$ cat config.mk
export PLATFORM = sky130hd
export DESIGN_NAME = regpatch_engine
export DESIGN_NICKNAME = d
export VERILOG_FILES = /design/src/rtl/regpatch_pkg.sv /design/src/rtl/regpatch_merge.sv /design/src/rtl/regpatch_watchdog.sv /design/src/rtl/regpatch_fetch.sv /design/src/rtl/regpatch_engine.sv
export SDC_FILE = /design/constraint.sdc
export NUM_CORES = 1
export LEC_CHECK = 0
export ABC_CLOCK_PERIOD_IN_PS = 2700
export BUFFER_PORTS_ARGS = -buffer_cell sky130_fd_sc_hd__buf_2
export CAP_MARGIN = 15
export CORE_MARGIN = 4
export CORE_UTILIZATION = 40
export DETAILED_ROUTE_END_ITERATION = 16
export GPL_TIMING_DRIVEN = 0
export HOLD_SLACK_MARGIN = 0.03
export PLACE_DENSITY = 0.74
export SLEW_MARGIN = 20
export SYNTH_ARGS = -nofsm -noshare
export SYNTH_HDL_FRONTEND = slang
export SYNTH_SLANG_ARGS = --single-unit
$ cat constraint.sdc
create_clock -name clk -period 2.7 [get_ports clk]
set_clock_uncertainty 0.1 [all_clocks]
set_input_delay 0.27 -clock clk [delete_from_list [all_inputs] [get_ports clk]]
set_output_delay 0.27 -clock clk [all_outputs]
set_load 0.005 [all_outputs]
$ cat src/rtl/regpatch_pkg.sv
package regpatch_pkg;

   localparam int ENTRY_WORDS = 3;

   typedef enum logic [2:0] {
      ST_IDLE  = 3'd0,
      ST_FETCH = 3'd1,
      ST_RDREG = 3'd2,
      ST_WRREG = 3'd3,
      ST_FIN   = 3'd4
   } walk_state_e;

   typedef enum logic [1:0] {
      W_ADDR = 2'd0,
      W_SET  = 2'd1,
      W_CLR  = 2'd2
   } word_slot_e;

endpackage

$ cat src/rtl/regpatch_merge.sv
module regpatch_merge #(
   parameter int DW = 32
) (
   input  logic [DW-1:0] rd_val,
   input  logic [DW-1:0] set_mask,
   input  logic [DW-1:0] clr_mask,
   output logic [DW-1:0] wr_val
);

   for (genvar b = 0; b < DW; b++) begin : g_bit
      // set wins over clear on the same bit
      assign wr_val[b] = set_mask[b] | (rd_val[b] & ~clr_mask[b]);
   end

endmodule

$ cat src/rtl/regpatch_watchdog.sv
module regpatch_watchdog #(
   parameter int LIMIT = 256
) (
   input  logic clk,
   input  logic rst_n,
   input  logic pending,
   input  logic hshake,
   output logic expired
);

   localparam int CW = (LIMIT > 2) ? $clog2(LIMIT) : 1;

   logic [CW-1:0] wait_q;

   always_ff @(posedge clk or negedge rst_n) begin
      if (!rst_n)
         wait_q <= '0;
      else if (!pending || hshake)
         wait_q <= '0;
      else if (!expired)
         wait_q <= wait_q + 1'b1;
      else
         wait_q <= '0;
   end

   assign expired = pending && !hshake && (wait_q == CW'(LIMIT - 1));

endmodule

$ cat src/rtl/regpatch_fetch.sv
module regpatch_fetch
   import regpatch_pkg::*;
#(
   parameter int DW  = 32,
   parameter int TAW = 16
) (
   input  logic           clk,
   input  logic           rst_n,
   input  logic           load,
   input  logic [TAW-1:0] base,
   input  logic           hshake,
   input  logic [DW-1:0]  rdata,
   output logic [TAW-1:0] word_addr,
   output logic           last_word,
   output logic           all_zero,
   output logic [DW-1:0]  ent_addr,
   output logic [DW-1:0]  ent_set,
   output logic [DW-1:0]  ent_clr
);

   logic [TAW-1:0] ptr_q;
   logic [1:0]     slot_q;
   logic [DW-1:0]  word_q [ENTRY_WORDS];

   always_ff @(posedge clk or negedge rst_n) begin
      if (!rst_n) begin
         ptr_q  <= '0;
         slot_q <= 2'(W_ADDR);
      end else if (load) begin
         ptr_q  <= base;
         slot_q <= 2'(W_ADDR);
      end else if (hshake) begin
         ptr_q  <= ptr_q + 1'b1;
         slot_q <= last_word ? 2'(W_ADDR) : slot_q + 1'b1;
      end
   end

   for (genvar g = 0; g < ENTRY_WORDS; g++) begin : g_word
      always_ff @(posedge clk or negedge rst_n) begin
         if (!rst_n)
            word_q[g] <= '0;
         else if (hshake && (slot_q == 2'(g)))
            word_q[g] <= rdata;
      end
   end

   assign word_addr = ptr_q;
   assign last_word = (slot_q == 2'(ENTRY_WORDS - 1));
   // judged while the final word is on the data input
   assign all_zero  = (word_q[W_ADDR] == '0) && (word_q[W_SET] == '0) && (rdata == '0);
   assign ent_addr  = word_q[W_ADDR];
   assign ent_set   = word_q[W_SET];
   assign ent_clr   = word_q[W_CLR];

endmodule

$ cat src/rtl/regpatch_engine.sv
module regpatch_engine
   import regpatch_pkg::*;
#(
   parameter int DW          = 32,
   parameter int AW          = 32,
   parameter int TAW         = 16,
   parameter int TIMEOUT_CYC = 256
) (
   input  logic           clk,
   input  logic           rst_n,
   input  logic           start,
   input  logic [TAW-1:0] tbl_base,
   output logic           busy,
   output logic           done,
   output logic           timeout,
   output logic           tbl_rd,
   output logic [TAW-1:0] tbl_addr,
   input  logic [DW-1:0]  tbl_rdata,
   input  logic           tbl_ack,
   output logic           bus_rd,
   output logic           bus_wr,
   output logic [AW-1:0]  bus_addr,
   output logic [DW-1:0]  bus_wdata,
   input  logic [DW-1:0]  bus_rdata,
   input  logic           bus_ready
);

   if (AW > DW) begin : g_bad_aw
      $error("regpatch_engine: AW must not exceed DW");
   end
   if (TIMEOUT_CYC < 2) begin : g_bad_to
      $error("regpatch_engine: TIMEOUT_CYC must be at least 2");
   end
   if (TAW < 2) begin : g_bad_taw
      $error("regpatch_engine: TAW must be at least 2");
   end

   walk_state_e   state_q;
   logic          timeout_q;
   logic [DW-1:0] rd_q;

   logic          load;
   logic          tbl_hs;
   logic          bus_hs;
   logic          wd_expired;
   logic          last_word;
   logic          all_zero;
   logic [DW-1:0] ent_addr_w;
   logic [DW-1:0] ent_set_w;
   logic [DW-1:0] ent_clr_w;
   logic [DW-1:0] merged_w;

   assign load   = (state_q == ST_IDLE) && start;
   assign tbl_hs = tbl_rd && tbl_ack;
   assign bus_hs = (bus_rd || bus_wr) && bus_ready;

   regpatch_fetch #(.DW(DW), .TAW(TAW)) u_fetch (
      .clk       (clk),
      .rst_n     (rst_n),
      .load      (load),
      .base      (tbl_base),
      .hshake    (tbl_hs),
      .rdata     (tbl_rdata),
      .word_addr (tbl_addr),
      .last_word (last_word),
      .all_zero  (all_zero),
      .ent_addr  (ent_addr_w),
      .ent_set   (ent_set_w),
      .ent_clr   (ent_clr_w)
   );

   regpatch_watchdog #(.LIMIT(TIMEOUT_CYC)) u_wd (
      .clk     (clk),
      .rst_n   (rst_n),
      .pending (tbl_rd || bus_rd || bus_wr),
      .hshake  (tbl_hs || bus_hs),
      .expired (wd_expired)
   );

   regpatch_merge #(.DW(DW)) u_merge (
      .rd_val   (rd_q),
      .set_mask (ent_set_w),
      .clr_mask (ent_clr_w),
      .wr_val   (merged_w)
   );

   always_ff @(posedge clk or negedge rst_n) begin
      if (!rst_n) begin
         state_q   <= ST_IDLE;
         timeout_q <= 1'b0;
         rd_q      <= '0;
      end else begin
         unique case (state_q)
            ST_IDLE: begin
               if (start) begin
                  state_q   <= ST_FETCH;
                  timeout_q <= 1'b0;
               end
            end
            ST_FETCH: begin
               if (tbl_ack) begin
                  if (last_word)
                     state_q <= all_zero ? ST_FIN : ST_RDREG;
               end else if (wd_expired) begin
                  state_q   <= ST_FIN;
                  timeout_q <= 1'b1;
               end
            end
            ST_RDREG: begin
               if (bus_ready) begin
                  rd_q    <= bus_rdata;
                  state_q <= ST_WRREG;
               end else if (wd_expired) begin
                  state_q   <= ST_FIN;
                  timeout_q <= 1'b1;
               end
            end
            ST_WRREG: begin
               if (bus_ready) begin
                  state_q <= ST_FETCH;
               end else if (wd_expired) begin
                  state_q   <= ST_FIN;
                  timeout_q <= 1'b1;
               end
            end
            ST_FIN:  state_q <= ST_IDLE;
            default: state_q <= ST_IDLE;
         endcase
      end
   end

   assign busy      = (state_q != ST_IDLE);
   assign done      = (state_q == ST_FIN);
   assign timeout   = timeout_q;
   assign tbl_rd    = (state_q == ST_FETCH);
   assign bus_rd    = (state_q == ST_RDREG);
   assign bus_wr    = (state_q == ST_WRREG);
   assign bus_addr  = ent_addr_w[AW-1:0];
   assign bus_wdata = merged_w;

endmodule

Word level (Yosys, flattened, before mapping):

Cells that the tools add are included.
Widths: inputs -> output; s select.

* bits in registers: 158
* input port bits: 85
* output and inout port bits: 86
* logic and storage cells: 168

* $add $sub $neg: 3
* equality and inequality tests: 11
* muxes and demuxes: 20
* bitwise logic cells: 96
* reduce and logical (&&, ||, !) cells: 29

Operators with widths (count)
* $logic_not 32->1: 3
* $and 1x1->1: 32
* $mux 16: 2
* $not 1->1: 32
* $or 1x1->1: 32
* $mux 3: 7
* $add 16x1->16 const B: 1
* $mux 8: 2
* $pmux 3 s4: 1
* $logic_and 1x1->1: 10
* $add 8x1->8 const B: 1
* $eq 8x8->1 const B: 1
* $eq 3x2->1 const B: 2
* $mux 2: 3
* $ne 2x2->1 const B: 3
* $reduce_bool 3->1: 2
* $logic_or 1x1->1: 5
* $mux 1: 4
* $reduce_and 2->1: 2
* $reduce_and 4->1: 1
* $eq 3x1->1 const B: 1
* $eq 3x3->1 const B: 1
* $logic_not 3->1: 1
* $ne 3x2->1 const B: 1
* 8 further kinds: 9

Depth between registers and ports, before layout:

Gate-level depths: netlist (run 1).

* word-level depth: 10
* depth in mapped cells: 6
* gate-level depth less buffers: 6

Modules after synthesis:

From an unflattened synthesis (run 1), not the netlist that was laid out.

* cell total of the unflattened synthesis: 555
* area total of the unflattened synthesis: 6989.2 sq um

Modules (own cells, without submodules)
* regpatch_fetch: times used 1, cells each 343, area an instance 4718.3 sq um, sequential area each 2852.7 sq um
* regpatch_engine: times used 1, cells each 109, area an instance 1517.7 sq um, sequential area each 900.9 sq um
* regpatch_watchdog: times used 1, cells each 39, area an instance 392.9 sq um, sequential area each 200.2 sq um
* regpatch_merge: times used 1, cells each 64, area an instance 360.3 sq um, sequential area each 0.0 sq um

Least setup slack after synthesis (run 1):

Ideal clock, no wire load.

* path kind: flip-flop to flip-flop
* start point: register state_q[2]
* end point: register u_fetch.word_q, in the netlist u_fetch.ent_clr[10]
* library setup time: 0.125 ns
* data arrival time: 1.659 ns
* data required time: 2.475 ns
* slack: 0.815 ns
* cell stages (with the launch flop): 7
* path buffers: 3
* clock period less this slack: 1.885 ns
* cells stage by stage: dfrtp_1 -> nand4bb_1 -> buf_2 -> or3_1 -> buf_6 -> buf_12 -> mux2_4

* word-level cells in the longest chain between the ends: 3

Ends and longest elaborated chain
* start, declared: line regpatch_engine.sv:38 `walk_state_e state_q;`
* start signal, assigned: line regpatch_engine.sv:103 `state_q <= all_zero ? ST_FIN : ST_RDREG;`
* $eq 3x1->1: line regpatch_engine.sv:135 `assign tbl_rd = (state_q == ST_FETCH);`
* $logic_and 1x1->1: line regpatch_engine.sv:54 `assign tbl_hs = tbl_rd && tbl_ack;`
* $logic_and 1x1->1: line regpatch_fetch.sv:42 `else if (hshake && (slot_q == 2'(g)))`
* end signal, assigned by index: line regpatch_fetch.sv:43 `word_q[g] <= rdata;`
* end, declared: line regpatch_fetch.sv:23 `logic [DW-1:0] word_q [ENTRY_WORDS];`

No other way between the ends.
A chain may end at the register's enable or synchronous reset.

Worst setup path in the final report (run 1):

* start point: register state_q[2]
* end point: register u_fetch.word_q, in the netlist u_fetch.ent_addr[19]

The elaborated chain is that of the path after synthesis.

==> reports/metrics.csv, run 1 <==
stage,metric,value,unit
outcome,status,"complete, no violations",
synth,post-synthesis simple-gate area fraction,8.99,%
floorplanning,die height,141,um
synth,post-synth design cell area,7040,um2
floorplanning,FP Rows,48,
floorplanning,die area,19800,um2
routing,Final Routed Wirelength,18800,um
setup_path,"Top cell by count, worst path",buf_2,
power_and_ir_drop,Peak supply drop,0.513,mV
power_and_ir_drop,leakage dissipation,4.55,nW
power_and_ir_drop,Clock Power Share,22.5,%
synth,Netlist cell types,45,
global_route,GRT Total Usage,19.4,%
synth,synthesized-area fraction occupied by adder cells,0.355,%
routing,Remaining DRCs,0,
global_route,initial antenna violation count,0,
setup_path,Crit path required time,2.91,ns
setup_path,max incr delay on CP,0.46,ns
power_and_ir_drop,switch share,33.3,%
timing,RSZ-0062 raised after global routing,false,
power_and_ir_drop,Sequential Power Share,42.9,%
global_route,vias in the first global route,5427,
setup_path,Worst Setup End Kind,register,
placement,DP HPWL,13400,um
finish,fin util,54.4,%
timing,final critical-path required period,2.27,ns
timing,Setup Viol. Count Final,0,
routing,drt wl/cell,18.1,um
clock_network,clk sink count,158,
setup_path,Worst path slowest cell,dfrtp_1,
power_and_ir_drop,post-layout power,0.0101,W
setup_path,"Largest delay share family, worst path",simple AND/OR/NAND/NOR gates,
clock_network,latest clock arrival within the worst-skew pair,0.44,ns
finish,diode count,0,
clock_network,Root Buffer,clkbuf_16,
floorplanning,Die Wd,141,um
clock_network,CTS tree,yes,
finish,share of cells above drive strength 1,43.6,%
finish,cell area after layout,9410,um2
clock_network,PostCTS Resize Cnt,0,
finish,P&R area growth vs syn,33.6,%
synth,Post-Synth XOR/XNOR Area,2.24,%
setup_path,crit-path max FO,10,
setup_path,worst path bufs/invs,2,
synth,Post-synth top flop,dfrtp_1,
floorplanning,CORE AREA,17300,um2
setup_path,crit path launch type,register,
clock_network,total CTS buffers,17,
timing,max frequency,441,MHz
synth,average size of a mapped cell,12.9,um2
synth,Compound-Gate Fraction of Synth Area,6.08,%
setup_path,WS Path Type,register to register,
power_and_ir_drop,Sw Pwr,0.00336,W
routing,initial DRC count,278,
floorplanning,I/O pins,171,
setup_path,CP Depth,5,
placement,IO buf count,170,
clock_network,H-tree depth,4,
clock_network,Clock Pin Slew Worst Setup and Hold Paths,0.06,ns
routing,Routed Antenna Nets,0,
timing,Rel. slew slack,49.6,%
power_and_ir_drop,P_int,0.00675,W
synth,share of synthesized registers carrying an async set or reset,100,%
floorplanning,Initial Utilization,40.7,%
synth,sequential area share after synthesis,56.2,%
clock_network,Clock Tree Buf Depth,2,
synth,"FF+latch count, synth",158,
synth,Yosys warnings,0,
synth,Mapped Cells,544,
global_route,first-pass GRT wire length,29800,um
flow_run,max-cap viol count,0,
synth,Post-synth EDFFs,0,
setup_path,arrival time at the worst endpoint,2.48,ns
setup_path,crit path cell chain,nand4bb_1 -> buf_2 -> nor3_2 -> buf_2 -> mux2_2,
hold_path,Hold Crit Class,input port to register,
synth,multiplexer share of the synthesized area,22.1,%
global_route,GR Overflow Total,0,
timing,Slew @ Worst Pin,0.749,ns
timing,period utilization,84.0,%
finish,# nets final,884,
setup_path,Worst R2R Path Depth,5,
placement,Post-DP Area,8210,um2
timing,final hold violations,0,
routing,post-DR vias/cell,5.03,
synth,largest family of logic cells by synthesized area,multiplexers,
global_route,largest net degree at the start of global routing,91,
placement,GP Congestion,0.810,
synth,Mapped Nets,631,
routing,DR pass1 iterations,6,
power_and_ir_drop,Pwr Density,1080,nW/um2
power_and_ir_drop,combinational power share,34.5,%
timing,final max-slew violation count,0,
routing,total number of vias,5211,
hold_path,Cells on Worst Hold Path,2,
==> cells in the mapped netlist (2+ instances only) <==
| library cell | count | area, um2 |
|---|---|---|
| inv_1 | 39 | 146 |
| clkbuf_1 | 3 | 11.3 |
| nand3_1 | 12 | 60.1 |
| ha_1 | 2 | 25.0 |
| a211oi_1 | 2 | 15.0 |
| a21o_1 | 33 | 248 |
| mux2_2 | 98 | 1100 |
| a21oi_1 | 7 | 35.0 |
| dfrtp_1 | 158 | 3950 |
| xnor2_1 | 9 | 78.8 |
| nor3_1 | 6 | 30.0 |
| nand4_1 | 8 | 50.1 |
| xor2_1 | 9 | 78.8 |
| nand2_1 | 27 | 101 |
| nor2_1 | 19 | 71.3 |
| mux2_4 | 30 | 450 |
| and2_1 | 2 | 12.5 |
| buf_2 | 12 | 60.1 |
| o21ai_0 | 12 | 60.1 |
| and3_1 | 5 | 31.3 |
| o21ai_1 | 2 | 10.0 |
| buf_12 | 3 | 60.1 |
| nor4_1 | 24 | 150 |
==> cell families after synthesis <==
logic type / count (synthesis)
flip-flops: 158
multiplexers: 128
AND/OR/NAND/NOR: 117
AO/OA/AOI/OAI: 63
buffers and inverters: 58
XOR/XNOR: 18
adder cells (fa/ha/maj): 2
==> layout by cell type, fill, tap and decap left out, types with 2 or more instances in the layout <==
cell type,count
nor4_1,24
nand4_1,8
and3_1,5
dfrtp_1,158
buf_2,181
o21ai_1,2
a21oi_1,7
mux2_4,30
nor2_1,19
inv_8,2
a21o_1,33
ha_1,2
nand3_1,12
buf_12,3
o21ai_0,12
and2_1,2
dlygate4sd3_1,63
a211oi_1,2
clkinv_4,3
nand2_1,27
nor3_1,6
clkbuf_16,17
inv_1,39
clkbuf_1,3
inv_6,4
xor2_1,9
clkinvlp_4,3
xnor2_1,9
mux2_2,98
==> through the flow <==
step                hold slack [ns]  std cells  setup WS (ns)  TNS [ns]
floorplan                    -0.126        544          0.815         0
global placement              0.373        939          -1.25   -194.75
detailed placement            0.169        940          0.426         0
CTS                          0.0306       1035          0.405         0
global route                 0.0356       1035          0.309         0
finish                       0.0429       1035          0.433         0
==> what timing repair did <==
item                      in CTS  in global routing
hold buffers                  63                  0
buffers inserted               0                  0
hold endpoints to repair     151                  0
==> final cells by class <==
cell class / instances / area (um2)
multi-input cells: 328 / 2800
well taps: 225 / 282
clock buffers: 18 / 439
fillers: 1449 / 7890
repair buffers: 234 / 1520
clock inverters: 14 / 128
plain buffers: 19 / 143
flip-flops and latches: 158 / 3950
inverters: 39 / 146
==> power groups by stage <==
stage | Combinational [W] | Sequential [W] | Clock, W
global placement | 0.00335 | 0.00433 | 0
finish | 0.00349 | 0.00434 | 0.00228
floorplan | 0.00215 | 0.00415 | 0
detailed placement | 0.00344 | 0.00437 | 0
CTS | 0.00352 | 0.00434 | 0.00234
global route | 0.00385 | 0.00450 | 0.00244
==> flip-flops by register name, indices dropped and copies added (netlist names) <==
signal	count
u_fetch.ent_clr	32
u_wd.wait_q	8
u_fetch.ent_addr	32
u_fetch.ent_set	32
rd_q	32
timeout	1
u_fetch.slot_q	2
u_fetch.word_addr	16
state_q	3
==> final timing paths <==
kind / slack [ns] / to / start
min: 0.04 / u_fetch.ent_addr[13] / tbl_rdata[13]
max in group asynchronous: 1.42 / u_fetch.ent_addr[20] / rst_n
max: 0.43 / u_fetch.ent_addr[19] / state_q[2]
min in group asynchronous: 0.27 / u_fetch.word_addr[8] / rst_n
max reg2reg: 0.43 / u_fetch.ent_addr[19] / state_q[2]
min reg2reg: 0.39 / u_wd.wait_q[0] / u_wd.wait_q[0]
==> layer usage <==
metal | global-route usage (%) | share of wire, % | vias to the layer above
li1 | - | - | 2433
met1 | 26.5 | 46 | 2588
met2 | 30.7 | 47 | 166
met3 | 4.95 | 5.8 | 24
met4 | 5.97 | 1.8 | 0
met5 | 0 | 0 | -
Power figures use the tool's default switching activity.
==> run 2: changes to the inputs <==
--- a/config.mk
+++ b/config.mk
@@ -5,7 +5,7 @@
 export SDC_FILE = /design/constraint.sdc
 export NUM_CORES = 1
 export LEC_CHECK = 0
-export ABC_CLOCK_PERIOD_IN_PS = 2700
+export ABC_CLOCK_PERIOD_IN_PS = 2300
 export BUFFER_PORTS_ARGS = -buffer_cell sky130_fd_sc_hd__buf_2
 export CAP_MARGIN = 15
 export CORE_MARGIN = 4
==> constraint.sdc (replaced) <==
create_clock -name clk -period 2.3 [get_ports clk]
set_clock_uncertainty 0.1 [all_clocks]
set_input_delay 0.23 -clock clk [delete_from_list [all_inputs] [get_ports clk]]
set_output_delay 0.23 -clock clk [all_outputs]
set_load 0.005 [all_outputs]
==> run 2 against run 1 <==
  * Fmax is 4.7% higher
  * Global-route usage is 0.26 points higher
  * Routed wire length is 2.0% higher
  * Combinational power is 18% higher
  * Clock power is 17% higher
  * Sequential power is 18% higher
  * Cell count is 1.3% higher
  * Critical path type unchanged
  * Critical endpoint is now u_fetch.ent_set[16]
  * Highest routed layer unchanged
==> reports/metrics.csv, run 2 (synthesized netlist as in run 1, its figures left out) <==
stage,metric,value,unit
routing,DR pass1 iterations,4,
clock_network,postcts setup bufs,0,
setup_path,crit path cell chain,and4bb_2 -> buf_2 -> nand3_1 -> buf_2 -> mux2_2,
power_and_ir_drop,leakage dissipation,4.60,nW
routing,total number of vias,5312,
timing,final hold violations,0,
routing,Routed Antenna Nets,0,
global_route,GRT Total Usage,19.7,%
clock_network,H-tree depth,4,
global_route,largest net degree at the start of global routing,91,
finish,# nets final,897,
clock_network,latest clock arrival within the worst-skew pair,0.44,ns
placement,IO buf count,170,
timing,final max-slew violation count,0,
power_and_ir_drop,post-layout power,0.0119,W
finish,"commonest non-fill, non-tap cell in the layout",buf_2,
setup_path,max incr delay on CP,0.48,ns
floorplanning,Die Wd,141,um
floorplanning,die height,141,um
clock_network,CTS tree,yes,
finish,P&R area growth vs syn,35.6,%
placement,DP HPWL,13400,um
global_route,initial antenna violation count,0,
routing,Remaining DRCs,0,
setup_path,Worst path slowest cell,dfrtp_1,
hold_path,Hold Crit Class,input port to register,
timing,final critical-path required period,2.17,ns
floorplanning,Initial Utilization,40.7,%
timing,period utilization,94.2,%
global_route,vias in the first global route,5507,
clock_network,Root Buffer,clkbuf_16,
setup_path,capture point of the worst reg-to-reg path,u_fetch.ent_set[16],
finish,"commonest non-fill, non-tap cells in the layout","buf_2, dfrtp_1, mux2_2",
setup_path,r2r startpoint,state_q[2],
setup_path,"Largest delay share family, worst path",buffers and inverters,
placement,DP Worst Slack,0.0262,ns
setup_path,Worst Setup End Kind,register,
setup_path,crit-path max FO,10,
setup_path,crit path launch type,register,
floorplanning,die area,19800,um2
placement,GP Congestion,0.810,
placement,Post-DP Area,8210,um2
timing,Setup WS post-layout,0.134,ns
clock_network,total CTS buffers,17,
setup_path,Crit path required time,2.50,ns
clock_network,clk sink count,158,
routing,post-DR vias/cell,5.07,
setup_path,"Top cell by count, worst path",buf_2,
finish,share of cells above drive strength 1,42.9,%
clock_network,Clock Pin Slew Worst Setup and Hold Paths,0.07,ns
routing,initial DRC count,299,
timing,max frequency,462,MHz
timing,Rel. slew slack,54.6,%
finish,diode count,0,
finish,cell area after layout,9540,um2
hold_path,hold_sp,tbl_rdata[3],
clock_network,Clock Tree Buf Depth,2,
routing,drt wl/cell,18.3,um
routing,Final Routed Wirelength,19100,um
power_and_ir_drop,Pwr Density,1250,nW/um2
power_and_ir_drop,Peak supply drop,0.601,mV
outcome,status,"complete, no violations",
hold_path,WHS Endpoint,u_fetch.ent_clr[3],
global_route,GR Overflow Total,0,
floorplanning,FP Rows,48,
timing,Setup Viol. Count Final,0,
floorplanning,CORE AREA,17300,um2
floorplanning,I/O pins,171,
setup_path,arrival time at the worst endpoint,2.37,ns
finish,flip-flop and latch area,3950,um2
finish,FILL cells,1432,
hold_path,Cells on Worst Hold Path,2,
setup_path,WS Path Type,register to register,
setup_path,FF-to-FF setup slack,0.13,ns
flow_run,max-cap viol count,0,
setup_path,worst path bufs/invs,2,
timing,RSZ-0062 raised after global routing,false,
finish,Multi-input gate area,2800,um2
timing,Slew @ Worst Pin,0.675,ns
setup_path,Worst R2R Path Depth,5,
global_route,first-pass GRT wire length,30200,um
timing,Hold Slack,0.0527,ns
==> run 2: cell count changes in the layout (fill, tap and decap cells not counted), sizes merged <==
cell | before | now
dlygate4sd3 | 63 | 76
==> run 2: area by class of cell <==
type / instances / area share [%]
Sequential cell: 158 / 41.4
Multi-Input combinational cell: 328 / 29.4
Buffer: 19 / 1.49
Clock buffer: 18 / 4.60
Clock inverter: 14 / 1.34
Inverter: 39 / 1.53
Timing Repair Buffer: 247 / 17.3
Tap cell: 225 / 2.95
==> run 2: metal layers <==
metal,vias up,global-route usage (%),routed length (um)
met2,167,31.3,9030
met3,26,4.88,988
met4,0,6.22,350
met5,-,0,0
li1,2463,-,-
met1,2656,26.7,8770
==> run 2: how the worst max path moves through the flow <==
stage	startpoint	end	slack, ns	cells past startpoint
CTS	state_q[2]	u_fetch.ent_addr[19]	0.005	5
floorplan	state_q[2]	u_fetch.ent_clr[10]	0.42	6
global placement	rst_n	rd_q[26]	-1.61	1
detailed placement	state_q[2]	u_fetch.ent_addr[22]	0.03	5
global route	state_q[2]	u_fetch.ent_set[17]	0.02	5
finish	state_q[2]	u_fetch.ent_set[16]	0.13	5
==> run 2: per-stage QoR <==
| stage | instances | TNS (ns) | util (%) |
|---|---|---|---|
| floorplan | 544 | 0 | - |
| finish | 1048 | 0 | 55.2 |
| global placement | 939 | -251.63 | 47.3 |
| detailed placement | 940 | 0 | 47.5 |
| global route | 1048 | 0 | 55.2 |
| CTS | 1047 | 0 | 55.1 |
==> run 2: power by group <==
| part | internal [W] | switching (W) | leakage, nW |
|---|---|---|---|
| combinational | 0.00242 | 0.00171 | 2.39 |
| clock | 0.00145 | 0.00122 | 0.271 |
| sequential | 0.00408 | 0.00103 | 1.94 |
| total | 0.00794 | 0.00396 | 4.60 |
==> run 2: what timing repair did <==
action	in CTS	in global routing
endpoints found under the setup margin	0	29
endpoints found under the hold margin	194	1
resized for setup	0	1
hold buffers	75	1
==> run 3: changes to the inputs <==
--- a/config.mk
+++ b/config.mk
@@ -5,7 +5,7 @@
 export SDC_FILE = /design/constraint.sdc
 export NUM_CORES = 1
 export LEC_CHECK = 0
-export ABC_CLOCK_PERIOD_IN_PS = 2300
+export ABC_CLOCK_PERIOD_IN_PS = 2400
 export BUFFER_PORTS_ARGS = -buffer_cell sky130_fd_sc_hd__buf_2
 export CAP_MARGIN = 15
 export CORE_MARGIN = 4
==> constraint.sdc (replaced) <==
create_clock -name clk -period 2.4 [get_ports clk]
set_clock_uncertainty 0.1 [all_clocks]
set_input_delay 0.24 -clock clk [delete_from_list [all_inputs] [get_ports clk]]
set_output_delay 0.24 -clock clk [all_outputs]
set_load 0.005 [all_outputs]
==> run 3 against run 2 <==
  * Fmax is 4.4% lower
  * Clock power is 4% lower
  * Utilization is 0.094 points lower
  * Critical path depth stayed put
  * Register-to-register slack hardly changed
  * Largest cell class unchanged
  * Flip-flop and latch count stayed put
==> reports/metrics.csv, run 3 (synthesized netlist as in run 1, its figures left out) <==
stage,metric,value,unit
power_and_ir_drop,Clock Power Share,22.4,%
clock_network,latest clock arrival within the worst-skew pair,0.44,ns
routing,total number of vias,5285,
power_and_ir_drop,Peak supply drop,0.577,mV
floorplanning,Die Wd,141,um
routing,DR pass1 iterations,6,
power_and_ir_drop,Pwr Density,1200,nW/um2
setup_path,Worst Setup End Kind,register,
global_route,GR Overflow Total,0,
finish,P&R area growth vs syn,35.3,%
global_route,GRT Total Usage,19.7,%
global_route,largest net degree at the start of global routing,91,
floorplanning,die area,19800,um2
routing,initial DRC count,318,
setup_path,WS Path Type,register to register,
timing,max frequency,441,MHz
setup_path,crit path launch type,register,
finish,share of cells above drive strength 1,42.9,%
floorplanning,FP Rows,48,
routing,drt wl/cell,18.2,um
clock_network,Clock Tree Buf Depth,2,
timing,final critical-path required period,2.27,ns
placement,DP Worst Slack,0.126,ns
clock_network,Clock Pin Slew Worst Setup and Hold Paths,0.06,ns
setup_path,max incr delay on CP,0.46,ns
hold_path,hold_sp,tbl_rdata[2],
setup_path,arrival time at the worst endpoint,2.47,ns
setup_path,Worst R2R Path Depth,5,
power_and_ir_drop,post-layout power,0.0114,W
setup_path,crit path cell chain,nand4bb_1 -> buf_2 -> nor3_2 -> buf_2 -> mux2_2,
timing,period utilization,94.4,%
timing,final max-slew violation count,0,
clock_network,H-tree depth,4,
power_and_ir_drop,leakage dissipation,4.60,nW
placement,IO buf count,170,
hold_path,WHS Endpoint,u_fetch.ent_set[2],
power_and_ir_drop,combinational power share,34.7,%
timing,Setup Viol. Count Final,0,
global_route,first-pass GRT wire length,30200,um
timing,final setup TNS,0,ns
routing,Remaining DRCs,0,
routing,Final Routed Wirelength,19100,um
finish,"commonest non-fill, non-tap cells in the layout","buf_2, dfrtp_1, mux2_2",
timing,Setup WS post-layout,0.134,ns
finish,Multi-input gate area,2800,um2
setup_path,capture point of the worst reg-to-reg path,u_fetch.ent_addr[19],
finish,"commonest non-fill, non-tap cell in the layout",buf_2,
setup_path,FF-to-FF setup slack,0.13,ns
hold_path,Cells on Worst Hold Path,2,
power_and_ir_drop,switch share,33.2,%
finish,fin util,55.1,%
timing,Rel. slew slack,53.4,%
setup_path,"Top cell by count, worst path",buf_2,
power_and_ir_drop,P_int,0.00761,W
floorplanning,CORE AREA,17300,um2
clock_network,CTS tree,yes,
finish,FILL cells,1435,
clock_network,postcts setup bufs,0,
setup_path,Worst path slowest cell,dfrtp_1,
clock_network,PostCTS Resize Cnt,0,
finish,diode count,0,
clock_network,hold buffers post-CTS,75,
clock_network,Root Buffer,clkbuf_16,
setup_path,Crit path required time,2.61,ns
power_and_ir_drop,Sequential Power Share,42.9,%
setup_path,worst path bufs/invs,2,
setup_path,"Largest delay share family, worst path",simple AND/OR/NAND/NOR gates,
routing,post-DR vias/cell,5.05,
finish,# nets final,896,
finish,flip-flop and latch area,3950,um2
floorplanning,I/O pins,171,
timing,final hold violations,0,
floorplanning,die height,141,um
placement,GP Congestion,0.810,
outcome,status,"complete, no violations",
floorplanning,Initial Utilization,40.7,%
timing,Slew @ Worst Pin,0.693,ns
global_route,vias in the first global route,5507,
timing,RSZ-0062 raised after global routing,false,
power_and_ir_drop,Sw Pwr,0.00378,W
setup_path,r2r startpoint,state_q[2],
setup_path,crit-path max FO,10,
flow_run,max-cap viol count,0,
global_route,initial antenna violation count,0,
clock_network,total CTS buffers,17,
hold_path,Hold Crit Class,input port to register,
clock_network,clk sink count,158,
routing,Routed Antenna Nets,0,
placement,DP HPWL,13400,um
run 3: cell types whose count changed in the layout (fill, tap and decap cells not counted):
cell and delta:
nor3_4 -1, nor3_2 +1, dlygate4sd3_1 -1
run 3: layer usage:
layer  GRT usage [%]  vias up  part of all wire [%]
li1                -     2461                     -
met1            26.7     2630                    45
met2            31.3      168                    47
met3            4.88       26                   5.5
met4            6.22        0                   1.8
met5               0        -                     0
run 3: final cells by class:
class | count | area share (%)
clock buffers | 18 | 4.61
repair buffers | 246 | 17.2
clock inverters | 14 | 1.34
flip-flops and latches | 158 | 41.5
inverters | 39 | 1.54
multi-input cells | 328 | 29.4
plain buffers | 19 | 1.50
well taps | 225 | 2.95
run 3: worst max-delay path by stage:
stage | slack [ns] | end | start | cells after the start
final | 0.13 | u_fetch.ent_addr[19] | state_q[2] | 5
after global routing | 0.01 | u_fetch.ent_addr[17] | state_q[2] | 5
after CTS | 0.10 | u_fetch.ent_addr[19] | state_q[2] | 5
after detailed placement | 0.13 | u_fetch.ent_addr[22] | state_q[2] | 5
after global placement | -1.52 | rd_q[26] | rst_n | 1
after floorplan | 0.52 | u_fetch.ent_clr[10] | state_q[2] | 6
run 3: worst reg2reg max path: stages, from the launching register on:
cell and delay, ns:
dfrtp_1 0.46, nand4bb_1 0.22, buf_2 0.19, nor3_2 0.41
buf_2 0.40, mux2_2 0.38
run 3: metrics by stage:
stage	instances	cell area (um2)	hold slack, ns
2_1_floorplan	544	7040	-0.156
3_3_place_gp	939	8170	0.345
3_5_place_dp	940	8210	0.139
4_1_cts	1047	9530	0.0410
5_1_grt	1047	9530	0.0353
6_report	1047	9530	0.0555
run 3: power by group through the flow:
stage | clock network (W) | logic (W) | registers, W
after detailed placement | 0 | 0.00387 | 0.00491
after floorplan | 0 | 0.00242 | 0.00466
final | 0.00256 | 0.00395 | 0.00489
after global placement | 0 | 0.00377 | 0.00487
after global routing | 0.00274 | 0.00435 | 0.00506
after CTS | 0.00263 | 0.00398 | 0.00488
